### config.mk
export PLATFORM = sky130hd
export DESIGN_NAME = par_dac_wr_seq
export DESIGN_NICKNAME = d
export VERILOG_FILES = /design/src/rtl/par_dac_wr_pkg.sv /design/src/rtl/par_dac_wr_tick.sv /design/src/rtl/par_dac_wr_ramp.sv /design/src/rtl/par_dac_wr_fsm.sv /design/src/rtl/par_dac_wr_seq.sv
export SDC_FILE = /design/constraint.sdc
export NUM_CORES = 1
export LEC_CHECK = 0
export BUFFER_PORTS_ARGS = -buffer_cell sky130_fd_sc_hd__buf_2
export CORE_UTILIZATION = 50
export CTS_BUF_LIST = sky130_fd_sc_hd__clkbuf_2
export DETAILED_ROUTE_END_ITERATION = 8
export GPL_TIMING_DRIVEN = 0
export PLACE_DENSITY_LB_ADDON = 0.2
export SYNTH_ARGS = -nofsm -noshare
export SYNTH_HDL_FRONTEND = slang
export SYNTH_SLANG_ARGS = --single-unit
### constraint.sdc
create_clock -name clk -period 3.2 [get_ports clk]
set_clock_uncertainty 0.05 [all_clocks]
set_input_delay 0.32 -clock clk [delete_from_list [all_inputs] [get_ports clk]]
set_output_delay 0.32 -clock clk [all_outputs]
set_load 0.01 [all_outputs]
### src/rtl/par_dac_wr_pkg.sv
package par_dac_wr_pkg;

  typedef enum logic [1:0] {
    LD_TRANSP = 2'd0,
    LD_EACH   = 2'd1,
    LD_BATCH  = 2'd2
  } ld_mode_e;

  typedef enum logic [2:0] {
    S_IDLE = 3'd0,
    S_CSU  = 3'd1,
    S_WLO  = 3'd2,
    S_REC  = 3'd3,
    S_LDP  = 3'd4
  } seq_state_e;

  // Round a nanosecond rule up to whole clock cycles, at least one.
  function automatic int cyc_of(input int ns, input int clk_ns);
    int c;
    c = (ns + clk_ns - 1) / clk_ns;
    return (c < 1) ? 1 : c;
  endfunction

endpackage

### src/rtl/par_dac_wr_tick.sv
module par_dac_wr_tick #(
  parameter int TICK_CYC = 51250
) (
  input  logic clk,
  input  logic rst,
  input  logic run,
  output logic tick
);
  localparam int CW = (TICK_CYC > 1) ? $clog2(TICK_CYC) : 1;

  logic [CW-1:0] cnt;

  assign tick = run && (cnt == CW'(TICK_CYC - 1));

  always_ff @(posedge clk) begin
    if (rst || !run) cnt <= '0;
    else if (tick)   cnt <= '0;
    else             cnt <= cnt + CW'(1);
  end

endmodule

### src/rtl/par_dac_wr_ramp.sv
module par_dac_wr_ramp #(
  parameter int CODE_W = 12
) (
  input  logic              clk,
  input  logic              rst,
  input  logic              run,
  input  logic              tick,
  input  logic              take,
  output logic              pend,
  output logic [CODE_W-1:0] code
);

  always_ff @(posedge clk) begin
    if (rst) begin
      pend <= 1'b0;
      code <= '0;
    end else begin
      pend <= run && (tick || (pend && !take));
      if (take) code <= code + CODE_W'(1);
    end
  end

  AST_TAKE_NEEDS_PEND: assert property (@(posedge clk) disable iff (rst)
    take |-> pend);

endmodule

### src/rtl/par_dac_wr_fsm.sv
module par_dac_wr_fsm
  import par_dac_wr_pkg::*;
#(
  parameter int CODE_W = 12,
  parameter int N_CS   = 4,
  parameter int N_DS   = 3,
  parameter int N_WEH  = 3,
  parameter int N_LD   = 3,
  parameter int N_REC  = 3
) (
  input  logic              clk,
  input  logic              rst,
  input  logic              wr_go,
  input  logic [CODE_W-1:0] wr_code,
  input  logic              ld_go,
  input  ld_mode_e          mode,
  output logic              idle,
  output logic              cs_n,
  output logic              we_n,
  output logic              ld_n,
  output logic [CODE_W-1:0] dat
);
  localparam int MAXN = (N_CS > N_DS ? (N_CS > N_REC ? (N_CS > N_LD ? N_CS : N_LD)
                                                     : (N_REC > N_LD ? N_REC : N_LD))
                                     : (N_DS > N_REC ? (N_DS > N_LD ? N_DS : N_LD)
                                                     : (N_REC > N_LD ? N_REC : N_LD)));
  localparam int CW = $clog2(MAXN + 1);

  seq_state_e    st, st_nx;
  logic [CW-1:0] cnt, cnt_nx;

  always_comb begin
    st_nx  = st;
    cnt_nx = cnt;
    case (st)
      S_IDLE: begin
        if (wr_go) begin
          st_nx = S_CSU; cnt_nx = CW'(N_CS - 1);
        end else if (ld_go) begin
          st_nx = S_LDP; cnt_nx = CW'(N_LD - 1);
        end
      end
      S_CSU: begin
        if (cnt == '0) begin st_nx = S_WLO; cnt_nx = CW'(N_DS - 1); end
        else cnt_nx = cnt - CW'(1);
      end
      S_WLO: begin
        if (cnt == '0) begin st_nx = S_REC; cnt_nx = CW'(N_REC - 1); end
        else cnt_nx = cnt - CW'(1);
      end
      S_REC, S_LDP: begin
        if (cnt == '0) st_nx = S_IDLE;
        else cnt_nx = cnt - CW'(1);
      end
      default: st_nx = S_IDLE;
    endcase
  end

  always_ff @(posedge clk) begin
    if (rst) begin
      st   <= S_IDLE;
      cnt  <= '0;
      cs_n <= 1'b1;
      we_n <= 1'b1;
      ld_n <= 1'b1;
      dat  <= '0;
    end else begin
      st   <= st_nx;
      cnt  <= cnt_nx;
      cs_n <= !(st_nx == S_CSU || st_nx == S_WLO);
      we_n <= !(st_nx == S_WLO);
      ld_n <= !(mode == LD_TRANSP || st_nx == S_LDP ||
                (st_nx == S_REC && mode == LD_EACH));
      if (st == S_IDLE && wr_go) dat <= wr_code;
    end
  end

  assign idle = (st == S_IDLE);

  // Checker counters: cycles spent low or high on each strobe.
  localparam int KW = $clog2(N_CS + N_DS + N_REC + N_WEH + 4) + 1;
  logic [KW-1:0] k_csl, k_wel, k_weh;

  always_ff @(posedge clk) begin
    if (rst) begin
      k_csl <= '0;
      k_wel <= '0;
      k_weh <= '1;
    end else begin
      k_csl <= cs_n  ? '0 : ((k_csl == '1) ? k_csl : k_csl + KW'(1));
      k_wel <= we_n  ? '0 : ((k_wel == '1) ? k_wel : k_wel + KW'(1));
      k_weh <= !we_n ? '0 : ((k_weh == '1) ? k_weh : k_weh + KW'(1));
    end
  end

  AST_CS_SETUP: assert property (@(posedge clk) disable iff (rst)
    $fell(we_n) |-> (!cs_n && k_csl >= KW'(N_CS)));
  AST_WE_WIDTH: assert property (@(posedge clk) disable iff (rst)
    $rose(we_n) |-> (k_wel >= KW'(N_DS) && $rose(cs_n)));
  AST_DAT_HOLD: assert property (@(posedge clk) disable iff (rst)
    (!cs_n && !$past(cs_n)) |-> $stable(dat));
  AST_WE_RECOV: assert property (@(posedge clk) disable iff (rst)
    $fell(we_n) |-> (k_weh >= KW'(N_WEH)));
  AST_LD_AFTER_WE: assert property (@(posedge clk) disable iff (rst)
    ($fell(ld_n) && $past(mode) != LD_TRANSP) |-> we_n);
  AST_TRANSP_LD: assert property (@(posedge clk) disable iff (rst)
    (!$past(rst) && $past(mode) == LD_TRANSP) |-> !ld_n);

endmodule

### src/rtl/par_dac_wr_seq.sv
module par_dac_wr_seq
  import par_dac_wr_pkg::*;
#(
  parameter int              CODE_W     = 12,
  parameter int              ADDR_W     = 16,
  parameter logic [ADDR_W-1:0] DAC_ADDR = 16'h0084,
  parameter int              CLK_NS     = 4,
  parameter int              T_CS_WE_NS = 13,
  parameter int              T_D_SU_NS  = 9,
  parameter int              T_WE_HI_NS = 10,
  parameter int              T_LD_LO_NS = 10,
  parameter int              TICK_CYC   = 51250
) (
  input  logic              clk,
  input  logic              rst,
  input  logic              in_valid,
  output logic              in_ready,
  input  logic [CODE_W-1:0] in_code,
  input  logic [ADDR_W-1:0] in_addr,
  input  logic [1:0]        ld_mode,
  input  logic              commit,
  input  logic              ramp_en,
  input  logic              pd_wr,
  input  logic              pd_on,
  output logic              dac_cs_n,
  output logic              dac_we_n,
  output logic [CODE_W-1:0] dac_d,
  output logic              dac_ld_n,
  output logic              dac_pd_n
);
  localparam int N_CS  = cyc_of(T_CS_WE_NS, CLK_NS);
  localparam int N_DS  = cyc_of(T_D_SU_NS, CLK_NS);
  localparam int N_WEH = cyc_of(T_WE_HI_NS, CLK_NS);
  localparam int N_LD  = cyc_of(T_LD_LO_NS, CLK_NS);
  localparam int N_REC = (N_WEH > N_LD) ? N_WEH : N_LD;

  ld_mode_e          mode;
  logic              idle, tick, ramp_pend, commit_pend;
  logic              host_fire, host_hit, ramp_go, ld_go, wr_go;
  logic [CODE_W-1:0] ramp_code, wr_code;

  assign mode      = ld_mode_e'(ld_mode);
  assign in_ready  = idle && !ramp_en && !commit_pend;
  assign host_fire = in_valid && in_ready;
  assign host_hit  = host_fire && (in_addr == DAC_ADDR);
  assign ld_go     = idle && commit_pend;
  assign ramp_go   = idle && !commit_pend && ramp_pend;
  assign wr_go     = host_hit || ramp_go;
  assign wr_code   = ramp_go ? ramp_code : in_code;

  always_ff @(posedge clk) begin
    if (rst) begin
      commit_pend <= 1'b0;
      dac_pd_n    <= 1'b1;
    end else begin
      commit_pend <= (mode == LD_BATCH) && (commit || (commit_pend && !ld_go));
      if (pd_wr) dac_pd_n <= !pd_on;
    end
  end

  par_dac_wr_tick #(.TICK_CYC(TICK_CYC)) u_tick (
    .clk(clk), .rst(rst), .run(ramp_en), .tick(tick)
  );

  par_dac_wr_ramp #(.CODE_W(CODE_W)) u_ramp (
    .clk(clk), .rst(rst), .run(ramp_en), .tick(tick),
    .take(ramp_go), .pend(ramp_pend), .code(ramp_code)
  );

  par_dac_wr_fsm #(
    .CODE_W(CODE_W), .N_CS(N_CS), .N_DS(N_DS), .N_WEH(N_WEH),
    .N_LD(N_LD), .N_REC(N_REC)
  ) u_fsm (
    .clk(clk), .rst(rst), .wr_go(wr_go), .wr_code(wr_code), .ld_go(ld_go),
    .mode(mode), .idle(idle), .cs_n(dac_cs_n), .we_n(dac_we_n),
    .ld_n(dac_ld_n), .dat(dac_d)
  );

  AST_BUSY_NOT_READY: assert property (@(posedge clk) disable iff (rst)
    !dac_cs_n |-> !in_ready);
  AST_RAMP_BLOCKS_HOST: assert property (@(posedge clk) disable iff (rst)
    ramp_en |-> !in_ready);
  AST_MISS_NO_STROBE: assert property (@(posedge clk) disable iff (rst)
    (host_fire && !host_hit && !ramp_go) |=> (dac_cs_n && $stable(dac_d)));
  AST_PD_FOLLOWS: assert property (@(posedge clk) disable iff (rst)
    pd_wr |=> (dac_pd_n == !$past(pd_on)));
  AST_BATCH_NO_AUTO_LD: assert property (@(posedge clk) disable iff (rst)
    ($past(mode) == LD_BATCH && $rose(dac_we_n)) |-> dac_ld_n);

endmodule

**Word-level counts from Yosys, hierarchy flattened**

Cells that the tools add are included.

- Bits in registers: 52
- Latch bits: 0
- RAM bits: 0
- ROM bits: 0
- Bits of input ports: 37
- Output and inout bits: 17
- Word-level logic and storage cells: 77
- Memories kept: 0

- Add/subtract/negate cells: 3
- $mul: 0
- Div/mod/pow operators: 0
- Order comparisons: 0
- Equality and inequality tests: 14
- Shifts and indexed selects: 0
- Mux-type cells: 12
- Bitwise gates (word level): 0
- Reduce and logical (&&, ||, !) cells: 37

Operators with widths:

| cell | number |
|---|---|
| $mux W3 | 9 |
| $add A16 B1 Y16 const B | 1 |
| $eq A16 B16 Y1 const B | 1 |
| $eq A16 B8 Y1 const B | 1 |
| $logic_and A1 B1 Y1 | 14 |
| $add A12 B1 Y12 const B | 1 |
| $eq A3 B2 Y1 const B | 4 |
| $mux W12 | 1 |
| $pmux W3 S4 | 1 |
| $pmux W3 S3 | 1 |
| $logic_not A1 Y1 | 8 |
| $logic_or A1 B1 Y1 | 7 |
| $eq A3 B1 Y1 const B | 2 |
| $eq A3 B3 Y1 const B | 2 |
| $logic_not A3 Y1 | 2 |
| $reduce_or A2 Y1 | 3 |
| $ne A3 B1 Y1 const B | 1 |
| $reduce_and A3 Y1 | 1 |
| $reduce_bool A3 Y1 | 1 |
| $sub A3 B1 Y3 const B | 1 |
| $eq A2 B1 Y1 const B | 1 |
| $eq A2 B2 Y1 const B | 1 |
| $logic_not A2 Y1 | 1 |
| $ne A2 B2 Y1 const B | 1 |

**Depth between registers and ports, before layout**

Gate-level depths: netlist of the first run.

- Depth after elaboration: 12
- Gate-level depth with buffers: 7
- Mapped depth without buffers: 7

**By module**

From an unflattened synthesis of the first run, not the netlist that was laid out.

- Cells, all modules: 294
- Area total of the unflattened synthesis: 2665.1 um2

Modules (own cells, without submodules):

| module | instances | cells an instance | area each (um2) | seq. area each (um2) |
|---|---|---|---|---|
| par_dac_wr_fsm | 1 | 114 | 994.7 | 420.4 |
| par_dac_wr_tick | 1 | 85 | 745.7 | 320.3 |
| par_dac_wr_ramp | 1 | 63 | 585.6 | 260.2 |
| par_dac_wr_seq | 1 | 32 | 339.1 | 40.0 |

**Least setup slack after synthesis of the first run**

OpenSTA, ideal clock, no wires.

- Path type: register -> register
- Start: register u_fsm.st[1]
- End: register u_fsm.dat[10]
- Setup time: 0.136 ns
- Arrival time: 1.821 ns
- Required time: 3.014 ns
- Path slack: 1.193 ns
- Stages on the path, launching flop included: 8
- Buffers on the path: 3
- Clock period less this slack: 2.007 ns
- Cell sequence: dfxtp_1 > buf_6 > or4_4 > buf_6 > nor3_4 > buf_8 > mux2i_1 > a211oi_2

- Longest elaborated chain between the ends: 7
- Elaborated cells on any way between the ends: 10
- Those cells by class: mux: 1; reduce/logical: 9

Ends and longest elaborated chain:

| what | RTL line | RTL |
|---|---|---|
| start: declaration | par_dac_wr_fsm.sv:29 | `seq_state_e st, st_nx;` |
| start signal: assignment | par_dac_wr_fsm.sv:68 | `st <= st_nx;` |
| $logic_not A3 Y1 * | par_dac_wr_fsm.sv:74, par_dac_wr_fsm.sv:78 |  |
| $logic_and A1 B1 Y1 (2 in a row) | par_dac_wr_seq.sv:43 | `assign in_ready = idle && !ramp_en && !commit_pend;` |
| $logic_and A1 B1 Y1 | par_dac_wr_seq.sv:44 | `assign host_fire = in_valid && in_ready;` |
| $logic_and A1 B1 Y1 | par_dac_wr_seq.sv:45 | `assign host_hit = host_fire && (in_addr == DAC_ADDR);` |
| $logic_or A1 B1 Y1 | par_dac_wr_seq.sv:48 | `assign wr_go = host_hit \|\| ramp_go;` |
| $logic_and A1 B1 Y1 | par_dac_wr_fsm.sv:74 | `if (st == S_IDLE && wr_go) dat <= wr_code;` |
| end signal: assignment | par_dac_wr_fsm.sv:74 |  |
| end: declaration | par_dac_wr_fsm.sv:21 | `output logic [CODE_W-1:0] dat` |

Mark *: on every way between the ends. The rest lies on a longest branch, timed or not.
A chain may end at the register's enable or synchronous reset.

**Worst setup path in the final report of the first run**

- Start: register u_fsm.st[1]
- End: register u_fsm.dat[1]

Same word-level chain as after synthesis.

==> results.md, run 1 <==
- Final Cycle Share: between 70% and 80%
- Fin. Hold Viols: 0
- Placer Congestion: about 0.80
- Via-to-Cell Ratio: 5.15
- GRT Residual Overflow: 0
- Register area share after synthesis: around 43%
- Crit start category: flip-flop
- Crit end category: flip-flop
- Total GRT Usage: between 20% and 30%
- Final net count: 382
- R2R depth: 7
- Initial antenna violation count: 0
- Max Cap Violations: 0
- I/O pins: 54
- Post-synth top flop: dfxtp_1
- Vias in the first global route: ~1,900
- Die Wd: 71.9 µm
- CTS sink cnt: between 50 and 60
- Max-slew violations: 0
- Clock latency on the worst-skew pair: about 0.43 ns
- First-pass GRT wire length: approximately 8600 µm
- Post-synthesis instance area: between 2000 and 2500 µm²
- WHS Path Cells: 3
- Status: completed
- Clk slew on worst S/H paths: between 0.2 and 0.3 ns
- Syn avg cell area: between 8 and 9 µm²
- Commonest non-fill, non-tap cells in the layout: 54 x nor2_1, 53 x buf_2, 52 x dfxtp_1
- CTS tree: done
- Unrepaired setup endpoints after global routing: false
- Syn Nets: 321
- R2R setup slack: approximately 0.92 ns
- Drt initial violations: 104
- Post-CTS setup buffers: 0
- IO Port Bufs: 53
- CTS root buf: clkbuf_2
- Pin count of the biggest net entering global routing: 17
- Cell Pwr Density: between 300 and 400 nW/µm²
- Crit path kind: reg -> reg
- Core area: 4720 µm²
- Site Rows: 25
- Diodes inserted: 0
- Worst r2r src: u_fsm.st[1]
- 1st-pass router iterations: 4
- Hold path endpoint: u_ramp.pend
- Syn. warnings: 0
- Worst-path fanout max: 10
- Aggregate routed wire length: slightly below 5000 µm
- WL/cell: roughly 12 µm
- Fmax: about 0.44 GHz
- Worst hold start: ramp_en
- Seq cells post-synth: 52
- Final ANT Viol Nets: 0
- HP Class: in -> reg
- Number of flops mapped to enable cells by yosys: 0
- Htree depth: 2
- Utilization after layout: about three fifths
- Height of the chip: ~70 µm
- Initial Util: between 50% and 60%
- Layout area overhead: 17.4%
- Final setup violation count: 0
- Worst Path Required: 3.48 ns
- HPWL after detailed placement: 3670 µm
- Slew HR: 37.0%
- Hold_buf cts: 1
- FILL cells: 421
- Max clock buf depth: 2
- Worst-margin pin slew: a little over 0.9 ns
- Max IR drop VDD: between 0.15 and 0.2 mV
- Die area: between 5000 and 6000 µm²
- Commonest non-fill, non-tap cell in the layout: nor2_1
- Cts repair resizes: 0
- WP data arrival: between 2 and 3 ns
- Num CTS Buffers: 5
- Crit path time final: about 2.3 ns
- Worst R2R End: u_fsm.dat[1]
- Via count: about 2,100
- Leak: around 1.1 nW
- Synth Instances: around 280
- DRC: 0
- Count of cell types in the netlist: 43
- TNS Setup: 0 ns
- Post-synth ARST share: 0%
- Share of cells above drive strength 1: ~21%
-- worst max-delay path, stage by stage, from the launching register on --
cell	delay [ns]
dfxtp_1	0.37
buf_6	0.13
or4_4	0.48
buf_6	0.15
nor3_4	0.45
buf_8	0.22
mux2i_1	0.23
a211oi_1	0.10
-- synth_stat cells (2+ instances only) --
cell type   n  area share, %
inv_1      10            1.5
nand2_1    16            2.5
xor2_1     12            4.3
and3_1      5            1.3
buf_6       2           0.92
nand2b_1    2           0.51
a211oi_1   13            4.0
clkbuf_1    8            1.2
nor3_1      6            1.2
nand3_1     8            1.6
nand3b_1    3           0.92
ha_1        5            2.6
nor2_1     54            8.3
nor4b_1     5            1.8
buf_1       2           0.31
xnor2_1    12            4.3
or3_1       5            1.3
nor4_1      5            1.3
nand4_1     5            1.3
dfxtp_1    52             43
mux2i_1    12            4.9
a21oi_1     8            1.6
o21ai_0     9            1.8
-- power breakdown --
part / switching (W) / leakage, nW / internal, W / total (W)
clock network: 0.000207 / 0.0390 / 0.000130 / 0.000338
logic: 0.0000343 / 0.656 / 0.0000325 / 0.0000668
registers: 0.00000313 / 0.420 / 0.000654 / 0.000657
-- worst max path at each step --
| stage | start | to | slack, ns | cells after the start |
|---|---|---|---|---|
| floorplan | u_fsm.st[1] | u_fsm.dat[10] | 1.19 | 7 |
| finish | u_fsm.st[1] | u_fsm.dat[1] | 0.92 | 7 |
| global route | u_fsm.st[0] | u_ramp.code[11] | 0.75 | 6 |
| CTS | u_fsm.st[1] | u_fsm.dat[1] | 0.89 | 7 |
| detailed placement | ramp_en | u_fsm.dat[1] | 0.89 | 7 |
| global placement | u_fsm.st[0] | u_fsm.ld_n | 0.96 | 6 |
-- metal layers --
metal	wire length, µm	track usage (%)
met2	2240	33.8
met1	2460	28.8
met5	0	0
met4	70	7.63
met3	154	4.31
-- cells by family after synthesis --
group | after synthesis | share of synthesized area (%)
buffers and inverters | 23 | 4.60
XOR/XNOR | 24 | 8.59
AO/OA/AOI/OAI | 37 | 10.2
multiplexers | 12 | 4.91
AND/OR/NAND/NOR | 126 | 26.5
adder cells (fa/ha/maj) | 5 | 2.56
flip-flops | 52 | 42.6
-- flip-flops by register name, indices dropped and copies added, names as in the netlist --
register,cells
commit_pend,1
dac_pd_n,1
u_fsm.cnt,3
u_fsm.cs_n,1
u_fsm.dat,12
u_fsm.ld_n,1
u_fsm.st,3
u_fsm.we_n,1
u_ramp.code,12
u_ramp.pend,1
u_tick.cnt,16
-- final cells by class --
type | instances | area (µm²) | share of cell area, %
Clock inverter | 3 | 42.5 | 1.48
Clock buffer | 5 | 25.0 | 0.871
Tap cell | 67 | 83.8 | 2.92
Timing Repair Buffer | 54 | 275 | 9.58
Sequential cell | 52 | 1040 | 36.2
Multi-Input combinational cell | 204 | 1290 | 45.0
Inverter | 10 | 37.5 | 1.31
Buffer | 13 | 75.1 | 2.61
-- stage by stage --
step                      power (W)  std cells  worst slack [ns]  cell area (µm²)  hold WS, ns
after floorplan            0.000701        279              1.19             2450        0.347
after global placement     0.000734        399             0.963             2800        0.406
after detailed placement   0.000735        399             0.889             2800        0.409
after CTS                   0.00107        408             0.891             2870       0.0233
after global routing        0.00110        408             0.748             2870       0.0234
final                       0.00106        408             0.921             2870       0.0415
No activity file was read; power rests on OpenSTA's default activity.
==> inputs of run 2 (changes only) <==
- clock period: 3.2 -> 2.35 ns (I/O delays scaled with it)
==> run 2 against run 1 <==
Effect of this change: sequential power increased by 36%; die area stayed put; highest routed layer unchanged; sequential cell count did not move; critical path type unchanged.
==> results.md, run 2 (same netlist as run 1, synthesis figures left out) <==
- Site Rows: 25
- Placed insts: 399
- Max-slew violations: 0
- Htree depth: 2
- Worst Path Buf+Inv: 1
- P_int: between 0.001 and 0.0015 W
- Crit path kind: reg -> reg
- Drt initial violations: between 100 and 150
- WL/cell: about 12 µm
- Share of cells above drive strength 1: between 20% and 30%
- CTS root buf: clkbuf_2
- I/O pins: 54
- DRC: 0
- Aggregate routed wire length: ~5100 µm
- Status: completed
- CTS tree: done
- Max IR drop VDD: between 0.2 and 0.3 mV
- Final Cycle Share: between 90% and 100%
- 1st-pass router iterations: 4
- Slowest-stage cell, CP: a2111oi_0
- Largest regs: u_tick.cnt (16), u_fsm.dat (12), u_ramp.code (12)
- P_sw: ~0.00034 W
- Initial Util: about half
- Num CTS Buffers: 5
- Place WS: approximately 0.077 ns
- Layout area overhead: 20.8%
- Logic pwr share: just under 7%
- Finished Layout Cells: 416
- Crit start category: flip-flop
- Via count: ~2,100
- Utilization after layout: a little over three fifths
- Sequential share of power: 61.6%
- Max clock buf depth: 2
- Clk slew on worst S/H paths: between 0.2 and 0.3 ns
- Initial antenna violation count: 0
- Setup ws final: approximately 0.13 ns
- Die area: 5180 µm²
- Biggest register: u_tick.cnt
- Placed cell area: 2800 µm²
- Fin. Hold Viols: 0
- Crit end category: flip-flop
- Vias in the first global route: between 1,500 and 2,000
- Total GRT Usage: a little over a fifth
- Switching share of power: between 20% and 30%
- Core area: roughly 4700 µm²
- First-pass GRT wire length: around 8800 µm
- Fmax: around 0.45 GHz
- CP peak stage delay: 0.80 ns
- CTS sink cnt: 52
- GRT Residual Overflow: 0
- Slew HR: 39.4%
- IO Port Bufs: 53
- Diodes inserted: 0
- Clock latency on the worst-skew pair: about 0.43 ns
- HPWL after detailed placement: about 3700 µm
- Placer Congestion: between 0.7 and 0.8
- Crit path time final: about 2.2 ns
- Proportion of power drawn by the clock network: 31.6%
- Pin count of the biggest net entering global routing: 17
- WP data arrival: 2.52 ns
- HP Class: in -> reg
- Commonest non-fill, non-tap cell in the layout: nor2_1
- Max Cap Violations: 0
- Die Wd: between 70 and 80 µm
- Commonest non-fill, non-tap cells in the layout: 54 x nor2_1, 53 x buf_2, 52 x dfxtp_1
- Final net count: 390
- CP delay by family, top: compound AO/OA/AOI/OAI gates
- Worst-margin pin slew: 0.886 ns
- Leak: between 1 and 1.5 nW
- Height of the chip: ~72 µm
- Finished Cell Area: 2950 µm²
- Final setup violation count: 0
- Max reg flops: 16
- Pwr Total: between 0.001 and 0.0015 W
- Final ANT Viol Nets: 0
- Via-to-Cell Ratio: just over 5
- Cells along the critical path: clkbuf_1 > nor2_1 > a2111oi_0 > o21ai_0 > o41a_1
- Worst Path Required: about 2.7 ns
- Worst-path fanout max: 10
- Cell Pwr Density: about 500 nW/µm²
## run 2: changes by cell type in the layout (fill, tap and decap cells not counted)
| cell | delta |
|---|---|
| dlygate4sd3_1 | +5 |
| buf_4 | +3 |
| nor4_2 | -1 |
| nor4_4 | +1 |
## run 2: worst paths after layout
kind | from | slack, ns | cells past startpoint | endpoint
worst max register to register | u_fsm.st[2] | 0.13 | 5 | u_fsm.ld_n
worst min-delay path | rst | 0.04 | 2 | u_fsm.ld_n
worst min register to register | u_fsm.cnt[0] | 0.43 | 1 | u_fsm.cnt[0]
worst max-delay path | u_fsm.st[2] | 0.13 | 5 | u_fsm.ld_n
## run 2: final cells by class
class                           instances  area, µm²
Buffer                                 13       75.1
Sequential cell                        52       1040
Timing Repair Buffer                   62        348
Inverter                               10       37.5
Multi-Input combinational cell        204       1300
Clock inverter                          3       42.5
Fill cell                             414       1770
Tap cell                               67       83.8
Clock buffer                            5       25.0
## run 2: timing repair
action / CTS / global route
endpoints found under the setup margin: 0 / 12
hold buffers: 6 / 0
buffers inserted: 0 / 3
resized for setup: 0 / 1
endpoints found under the hold margin: 4 / 0
## run 2: routing by layer
metal / up-vias / GRT usage (%) / routed length, µm / share of wire (%)
met5: - / 0 / 0 / 0
met4: 0 / 7.63 / 48 / 0.95
met3: 4 / 4.31 / 149 / 2.9
met2: 30 / 34.9 / 2370 / 47
met1: 983 / 28.9 / 2510 / 49
li1: 1110 / - / - / -
## run 2: power by group through the flow
stage / clock [W] / sequential [W] / combinational [W]
floorplan: 0 / 0.000911 / 0.0000429
global placement: 0 / 0.000911 / 0.0000889
detailed placement: 0 / 0.000911 / 0.0000903
CTS: 0.000469 / 0.000895 / 0.0000982
global route: 0.000505 / 0.000897 / 0.000110
finish: 0.000460 / 0.000895 / 0.0000986
## run 2: per-stage QoR
step | hold slack (ns) | setup TNS (ns)
after floorplan | 0.262 | 0
after global placement | 0.368 | 0
after detailed placement | 0.371 | 0
after CTS | 0.0184 | 0
after global routing | 0.00758 | -0.100
final | 0.0403 | 0
==> inputs of run 3 (changes only) <==
- CELL_PAD_IN_SITES_DETAIL_PLACEMENT: not set -> 0
- CELL_PAD_IN_SITES_GLOBAL_PLACEMENT: not set -> 1
- CORE_UTILIZATION: 50 -> 42
- PLACE_DENSITY_LB_ADDON: 0.2 -> 0.1
==> run 3 against run 2 <==
Effect of this change: critical path depth rose by 3; register-to-register slack gained 0.09 ns; sequential cell count is the same; clock power shrank 5.0%; routed wire length increased by 6.1%; sequential share of layout area rose by 0.20 points; clock-buffer cell count did not move; maximum frequency down 0.62%; combinational power about the same; sequential power barely moved.
==> results.md, run 3 (same netlist as run 1, synthesis figures left out) <==
- Cell Pwr Density: ~500 nW/µm²
- DRC: 0
- Unrepaired setup endpoints after global routing: false
- Crit path kind: in -> reg
- Commonest non-fill, non-tap cell in the layout: nor2_1
- Via count: 2,112
- Final ANT Viol Nets: 0
- Commonest non-fill, non-tap cells in the layout: 54 x nor2_1, 53 x buf_2, 52 x dfxtp_1
- Share of cells above drive strength 1: between 20% and 30%
- Max Cap Violations: 0
- Crit path time final: approximately 2.2 ns
- Max clock buf depth: 2
- TNS Setup: 0 ns
- Vias in the first global route: approximately 2,000
- Core area: roughly 5600 µm²
- R2R setup slack: 0.22 ns
- Clock latency on the worst-skew pair: between 0.4 and 0.5 ns
- Crit start category: input pin
- Worst-margin pin slew: roughly 0.67 ns
- R2R depth: 6
- Final setup violation count: 0
- CTS sink cnt: 52
- Worst-path fanout max: 10
- Finished Layout Cells: 417
- Worst Path Required: 2.62 ns
- IO Port Bufs: 53
- Initial antenna violation count: 0
- GRT Residual Overflow: 0
- Die Wd: between 70 and 80 µm
- Worst R2R End: u_ramp.code[11]
- Fmax: ~0.45 GHz
- Initial Util: 43.9%
- Aggregate routed wire length: 5380 µm
- Layout area overhead: 20.1%
- Height of the chip: 78.3 µm
- Critical Path Sink: u_fsm.dat[0]
- Total GRT Usage: around a fifth
- Placed cell area: 2800 µm²
- WL/cell: about 13 µm
- FILL cells: 563
- Die area: roughly 6100 µm²
- HP Class: in -> reg
- Diodes inserted: 0
- 1st-pass router iterations: 4
- Crit end category: flip-flop
- I/O pins: 54
- Leak: ~1.2 nW
- Max IR drop VDD: 0.233 mV
- First-pass GRT wire length: 9090 µm
- Final Cycle Share: between 90% and 100%
- Biggest register: u_tick.cnt
- Worst setup path start: ramp_en
- Max-slew violations: 0
- CTS root buf: clkbuf_2
- Htree depth: 2
- Clk slew on worst S/H paths: 0.24 ns
- Slew HR: a little over half
- Final net count: 388
- Status: completed
- WP data arrival: approximately 2.5 ns
- Largest regs: u_tick.cnt (16), u_fsm.dat (12), u_ramp.code (12)
- Finished Cell Area: between 2000 and 3000 µm²
- Pin count of the biggest net entering global routing: 15
- Drt initial violations: 47
- Worst r2r src: u_fsm.st[0]
- Site Rows: 27
- Fin. Hold Viols: 0
- Num CTS Buffers: 5
- Placer Congestion: around 0.76
- HPWL after detailed placement: about 4000 µm
- Placed insts: 404
- CTS tree: done
- Via-to-Cell Ratio: roughly 5
- Max reg flops: 16
run 3: area by class of cell:
cell class | instances | area (µm²) | share of cell area (%)
multi-input combinational | 204 | 1310 | 44.5
inverter | 10 | 37.5 | 1.28
timing repair buffer | 60 | 330 | 11.2
sequential | 52 | 1040 | 35.4
buffer | 13 | 75.1 | 2.56
tap | 72 | 90.1 | 3.07
clock buffer | 5 | 25.0 | 0.852
clock inverter | 1 | 30.0 | 1.02
run 3: metal layers:
layer  up-vias  track usage, %  wire length (µm)
li1       1105               -                 -
met1       972            23.8              2590
met4         0            5.74                46
met2        31            31.6              2550
met3         4            4.07               196
met5         -               0                 0
run 3: critical path: stages:
cell,delay [ns]
dlygate4sd3_1,0.54
buf_2,0.14
nor4b_1,0.46
nand4b_1,0.23
nor3_4,0.36
buf_8,0.20
mux2i_1,0.23
a211oi_1,0.09
run 3: report_power, final:
group | internal (W) | switching, W | leakage (nW)
Sequential | 0.000890 | 0.00000471 | 0.420
Clock | 0.000169 | 0.000268 | 0.0349
Combinational | 0.0000494 | 0.0000491 | 0.697
run 3: worst min-delay path by stage:
stage,depth (start not counted),slack (ns),startpoint,endpoint
CTS,2,0.001,ld_mode[1],u_fsm.ld_n
global route,2,0.02,ld_mode[1],u_fsm.ld_n
finish,2,0.02,ld_mode[1],u_fsm.ld_n
floorplan,1,0.26,ld_mode[0],commit_pend
detailed placement,2,0.38,ld_mode[0],commit_pend
global placement,2,0.37,ld_mode[0],commit_pend
run 3: repair_timing:
action | in CTS | in global routing
hold buffers | 5 | 0
gates resized for setup | 0 | 3
endpoints found under the setup margin | 0 | 18
endpoints found under the hold margin | 3 | 0
setup buffers | 0 | 2
run 3: stage by stage:
stage	hold slack, ns	power, W	util, %	worst slack, ns
after detailed placement	0.379	0.00100	50.3	0.0511
final	0.0235	0.00143	52.7	0.119
after floorplan	0.262	0.000954	-	0.343
after CTS	0.00141	0.00145	52.1	0.00257
after global routing	0.0153	0.00149	52.7	0.0168
after global placement	0.368	0.00100	50.3	0.0348
